File: src/rtl/dsm_pkg.sv
package dsm_pkg;
  localparam int DSM_IN_W  = 16;
  localparam int DSM_SHIFT = 2;
  localparam int DSM_ACC_W = 24;

  typedef struct packed {
    logic load;   // advance the loop by one sample
    logic clear;  // return the loop to its reset state
  } dsmStrobe_t;
endpackage

File: src/rtl/dsm_ctrl.sv
module dsm_ctrl
  import dsm_pkg::*;
(
  input  logic       clk,
  input  logic       rst,
  input  logic       inValid,
  output dsmStrobe_t strobe,
  output logic       outValid
);
  always_comb begin
    strobe.clear = rst;
    strobe.load  = inValid & ~rst;
  end

  always_ff @(posedge clk) begin
    if (rst) outValid <= 1'b0;
    else     outValid <= inValid;
  end

  // a decision is flagged exactly one cycle after each accepted sample
  p_valid_follows_r2: assert property (@(posedge clk) disable iff (rst)
    inValid |=> outValid);
  p_valid_quiet_r2: assert property (@(posedge clk) disable iff (rst)
    !inValid |=> !outValid);
endmodule

File: src/rtl/dsm_datapath.sv
module dsm_datapath
  import dsm_pkg::*;
#(
  parameter int IN_W  = DSM_IN_W,
  parameter int SHIFT = DSM_SHIFT,
  parameter int ACC_W = DSM_ACC_W
) (
  input  logic            clk,
  input  logic            rst,
  input  dsmStrobe_t      strobe,
  input  logic [IN_W-1:0] inSample,
  output logic            outBit
);
  localparam int WIDE = ACC_W + 3;
  localparam logic signed [ACC_W-1:0] FB_POS = ACC_W'(2 * (1 << (IN_W - 1 - SHIFT)));
  localparam logic signed [WIDE-1:0]  Q_MAX  = (WIDE'(1) <<< (ACC_W - 1)) - WIDE'(1);
  localparam logic signed [WIDE-1:0]  Q_MIN  = -(WIDE'(1) <<< (ACC_W - 1));

  logic signed [ACC_W-1:0] qPrev1, qPrev2, errPrev;
  logic signed [ACC_W-1:0] xExt, xScaled, fbVal, errNow, qNext;
  logic signed [WIDE-1:0]  qSum;
  logic                    bitNow;

  // scale the sample down to leave headroom in the loop words
  always_comb begin
    xExt    = {{(ACC_W - IN_W){inSample[IN_W-1]}}, inSample};
    xScaled = xExt >>> SHIFT;
    fbVal   = outBit ? FB_POS : -FB_POS;
    errNow  = xScaled - fbVal;
  end

  // combined second-order recurrence, computed wide and clamped
  always_comb begin
    qSum = (WIDE'(qPrev1) <<< 1) - WIDE'(qPrev2)
         + (WIDE'(errNow) <<< 1) - WIDE'(errPrev);
    if (qSum > Q_MAX)      qNext = ACC_W'(Q_MAX);
    else if (qSum < Q_MIN) qNext = ACC_W'(Q_MIN);
    else                   qNext = ACC_W'(qSum);
    bitNow = !qNext[ACC_W-1] && (qNext != '0);
  end

  always_ff @(posedge clk) begin
    if (strobe.clear) begin
      qPrev1  <= '0;
      qPrev2  <= '0;
      errPrev <= '0;
      outBit  <= 1'b0;
    end else if (strobe.load) begin
      qPrev1  <= qNext;
      qPrev2  <= qPrev1;
      errPrev <= errNow;
      outBit  <= bitNow;
    end
  end

  // reset leaves the decision at -1
  p_reset_bit_r1: assert property (@(posedge clk)
    rst |=> !outBit);
  // idle cycles freeze the loop
  p_hold_idle_r7: assert property (@(posedge clk) disable iff (rst)
    !strobe.load |=> ($stable(qPrev1) && $stable(qPrev2) && $stable(errPrev) && $stable(outBit)));
  // the older state word is the previous newer one
  p_state_shift_r5: assert property (@(posedge clk) disable iff (rst)
    strobe.load |=> (qPrev2 == $past(qPrev1)));
  // the stored decision agrees with the sign of the stored state
  p_decision_sign_r6: assert property (@(posedge clk) disable iff (rst)
    strobe.load |=> (outBit == (!qPrev1[ACC_W-1] && (qPrev1 != '0))));
endmodule

File: src/rtl/dsm2_single_loop.sv
module dsm2_single_loop
  import dsm_pkg::*;
#(
  parameter int IN_W  = DSM_IN_W,
  parameter int SHIFT = DSM_SHIFT,
  parameter int ACC_W = DSM_ACC_W
) (
  input  logic            clk,
  input  logic            rst,
  input  logic            inValid,
  input  logic [IN_W-1:0] inSample,
  output logic            outValid,
  output logic            outBit
);
  dsmStrobe_t strobe;

  dsm_ctrl u_ctrl (
    .clk      (clk),
    .rst      (rst),
    .inValid  (inValid),
    .strobe   (strobe),
    .outValid (outValid)
  );

  dsm_datapath #(.IN_W(IN_W), .SHIFT(SHIFT), .ACC_W(ACC_W)) u_dp (
    .clk      (clk),
    .rst      (rst),
    .strobe   (strobe),
    .inSample (inSample),
    .outBit   (outBit)
  );
endmodule

File: config.mk
export PLATFORM = sky130hd
export DESIGN_NAME = dsm2_single_loop
export DESIGN_NICKNAME = d
export VERILOG_FILES = /design/src/rtl/dsm_pkg.sv /design/src/rtl/dsm_ctrl.sv /design/src/rtl/dsm_datapath.sv /design/src/rtl/dsm2_single_loop.sv
export SDC_FILE = /design/constraint.sdc
export NUM_CORES = 1
export LEC_CHECK = 0
export ABC_CLOCK_PERIOD_IN_PS = 12600
export BUFFER_PORTS_ARGS = -buffer_cell sky130_fd_sc_hd__buf_2
export CORE_UTILIZATION = 55
export DETAILED_ROUTE_END_ITERATION = 8
export GPL_TIMING_DRIVEN = 0
export PLACE_DENSITY = 0.77
export SLEW_MARGIN = 20
export SYNTH_ARGS = -nofsm -noshare
export SYNTH_HDL_FRONTEND = slang
export SYNTH_SLANG_ARGS = --single-unit
File: constraint.sdc
create_clock -name clk -period 12.6 [get_ports clk]
set_clock_uncertainty 0.2 [all_clocks]
set_input_delay 0.63 -clock clk [delete_from_list [all_inputs] [get_ports clk]]
set_output_delay 0.63 -clock clk [all_outputs]
set_load 0.005 [all_outputs]
==> results.md <==
* Status: completed
* CP max stage cell: xnor2_1
* Setup repair bufs after CTS at 0
* Initial Util at 0.5726
* Antenna violations before repair at 0
* First-pass DRT Iterations at 4
* Highest clock rate at 172.9 MHz
* IO Port Bufs at 16
* Fraction of layout cells with a size suffix above 1 at 0.1147
* Largest delay share family, worst path: adder cells
* CTS tree: done
* Wire length per cell at 16.48 microns
* Final worst path period share at 0.4589
* Nature of the critical path endpoint: flop
* Multi-input logic area at 3787 sq um
* Async S/R FF share, synth at 0
* Tightest Pin Transition at ~850 ps
* Cts bufs inserted at 9
* R2R cell count at 15
* Synth Cell Area at 5648 sq um
* Setup CP Type: input port to flop
* Setup crit start kind: input port
* Post-route setup TNS at 0 ps
* Final WL at 12970 microns
* Clk slew on worst S/H paths at 70 ps
* H-tree depth at 3
* CP Data Arrival Time at approximately 5800 ps
* Register Area at about 1400 sq um
* Worst R2R Setup Slack at 7060 ps
* Final critical-path required period at 5782 ps
* CP Cell Sequence: buf_2, inv_1, ha_1, xnor2_1, fa_1, fa_1, inv_1, ha_1, and2_1, a221oi_2, o22ai_2, a2111oi_4, nor3_2, nor3_1, o31a_1, clkbuf_4, o32ai_2
* CTS Buffer Depth at 2
* Diode count at 0
* Netlist cell types at 65
* RSZ-0062 raised after global routing: false
* # IOs at 21
* Avg Inst Size Synth at approximately 9 sq um
* WHS Endpoint: u_dp.qPrev2[0]
* Post-CTS sizing at 0
* GRT Util Overall at 0.2594
* Gr ovfl total at 0
* Sink Count at 68
* Met1 wire length at 5626 microns
* Layout fillers at roughly 810
* Synth Warn # at 0
* Critical path buffers and inverters at 4
* CTS Hold Bufs at 0
* Final Instance Area at 6086 sq um
* Synthesis-stage register bit count at 68
* Final setup violation count at 0
* Via/cell ratio at 5.596
* Die W at 103.3 microns
* First-pass GRT wire length at 20810 microns
* Dpl cell area at 5894 sq um
* Max Used Layer: met4
* Met3 wire length at about 640 microns
* Clock root buffer master: clkbuf_8
* EDFF count, synth at 0
* Synth-to-Final Area Change at 7.754%
* DRC viols at 0
* Routed wl met2 at 6269 microns
* Worst hold path class: flop to flop
* Sequential fraction of the synthesis area at 0.2410
* CP Max Fanout at 10
* Rows at 36
* HPWL Detailed at 10140 microns
* Fin. Hold Viols at 0
* Fin. max-slew vios at 0
* RR Endpoint: u_dp.qPrev1[16]
* Die H at 103.3 microns
* CP Data Required Time at roughly 13000 ps
* Worst-skew pair later-pin latency at 380 ps
* Syn_nets at 722
* Die area at 10680 sq um
* Cells on Worst Hold Path at 2
* Vias post-DR at 4404
* NumNets Final at 749
* Crit-path max cell delay at between 600 and 700 ps
* Worst R2R Start: u_dp.outBit
* Core ar. at 9864 sq um
* Vias in the first global route at 4399
* Hold Crit Start: u_dp.qPrev2[0]
* Gpl congestion at 0.9255
* Maximum Capacitance Violations at 0
* Pin count of the biggest net entering global routing at 12
* Syn Inst Count at 623
* Routed Antenna Nets at 0
* Slew margin rel. at 0.4347
* Cell depth of the worst setup path at 17
* DRT iter0 DRCs at 207
* Commonest register cell after synthesis: dfxtp_1
==> state kept, by name (all words and copies together) (netlist names) <==
| signal | cells |
|---|---|
| u_ctrl.outValid | 1 |
| u_dp.errPrev | 18 |
| u_dp.outBit | 1 |
| u_dp.qPrev1 | 24 |
| u_dp.qPrev2 | 24 |
==> layout make-up <==
| class | count | area share |
|---|---|---|
| Sequential cell | 68 | 0.2237 |
| Tap cell | 133 | 0.02734 |
| Multi-Input combinational cell | 431 | 0.6223 |
| Clock inverter | 4 | 0.008224 |
| Inverter | 99 | 0.06106 |
| Timing Repair Buffer | 16 | 0.01316 |
| Clock buffer | 11 | 0.02323 |
| Buffer | 25 | 0.02097 |
==> cells in the final DEF (no fill, tap or decap), types with 3 or more instances in the layout <==
master / Yosys / routed
nor2_1: 106 / 106
inv_1: 99 / 99
dfxtp_1: 68 / 68
fa_1: 46 / 46
mux2i_1: 41 / 41
ha_1: 34 / 34
nand2_1: 33 / 33
a21oi_1: 20 / 20
o32ai_2: 19 / 19
xor2_1: 17 / 17
clkbuf_1: 15 / 16
buf_2: 0 / 16
clkbuf_8: 0 / 10
a21o_1: 8 / 8
xnor2_1: 8 / 8
nand4_1: 6 / 6
a211oi_1: 6 / 6
nor3_1: 6 / 6
nand3_1: 5 / 5
o21ai_0: 5 / 5
o21ai_1: 5 / 5
or3_1: 5 / 5
buf_1: 4 / 4
buf_6: 3 / 3
nor2b_1: 3 / 3
a21boi_0: 3 / 3
o21bai_1: 3 / 3
o311ai_0: 3 / 3
o41ai_1: 3 / 3
==> how the worst max path moves through the flow <==
stage / endpoint / slack, ps / startpoint
floorplan: u_dp.qPrev1[10] / 7290 / inSample[15]
global placement: u_dp.qPrev1[20] / 6520 / inSample[15]
detailed placement: u_dp.qPrev1[1] / 6460 / inSample[15]
CTS: u_dp.qPrev1[20] / 6810 / inSample[15]
global route: u_dp.qPrev1[20] / 6530 / inSample[15]
finish: u_dp.qPrev1[16] / 6820 / inSample[15]
==> worst min-delay path, cell delays in order, from the launching register on <==
cell	delay, ps
dfxtp_1	320
mux2i_1	60
nor2_1	70
==> Yosys cell counts (8+ instances only) <==
library cell	n	area share
o32ai_2	19	0.055
xor2_1	17	0.026
mux2i_1	41	0.073
ha_1	34	0.075
dfxtp_1	68	0.24
nand2_1	33	0.022
clkbuf_1	15	0.010
inv_1	99	0.066
xnor2_1	8	0.012
a21o_1	8	0.011
nor2_1	106	0.070
a21oi_1	20	0.018
fa_1	46	0.16
==> cell families after synthesis <==
group,Yosys count,share of synthesized area
flip-flops,68,0.2410
AND/OR/NAND/NOR,177,0.1351
XOR/XNOR,25,0.03877
multiplexers,42,0.07466
AO/OA/AOI/OAI,107,0.1837
buffers and inverters,124,0.08839
adder cells (fa/ha/maj),80,0.2384
==> routing by layer <==
layer  vias up  track usage
met2       100       0.4482
met4         0       0.1333
met1      2141       0.3150
met3        30      0.03763
li1       2133            -
met5         -            0
==> through the flow <==
| step | instances | hold WS, ps | setup slack [ps] | utilization |
|---|---|---|---|---|
| final | 787 | 291.2 | 6818 | 0.6169 |
| after floorplan | 623 | 260.4 | 7289 | - |
| after CTS | 787 | 299.8 | 6812 | 0.6169 |
| after detailed placement | 772 | 283.5 | 6461 | 0.5975 |
| after global placement | 772 | 278.1 | 6520 | 0.5975 |
| after global routing | 787 | 335.1 | 6535 | 0.6169 |
Power is left out: the tool's default activity adds up to more than one toggle a clock period on the data nets, which glitch-free logic cannot reach.
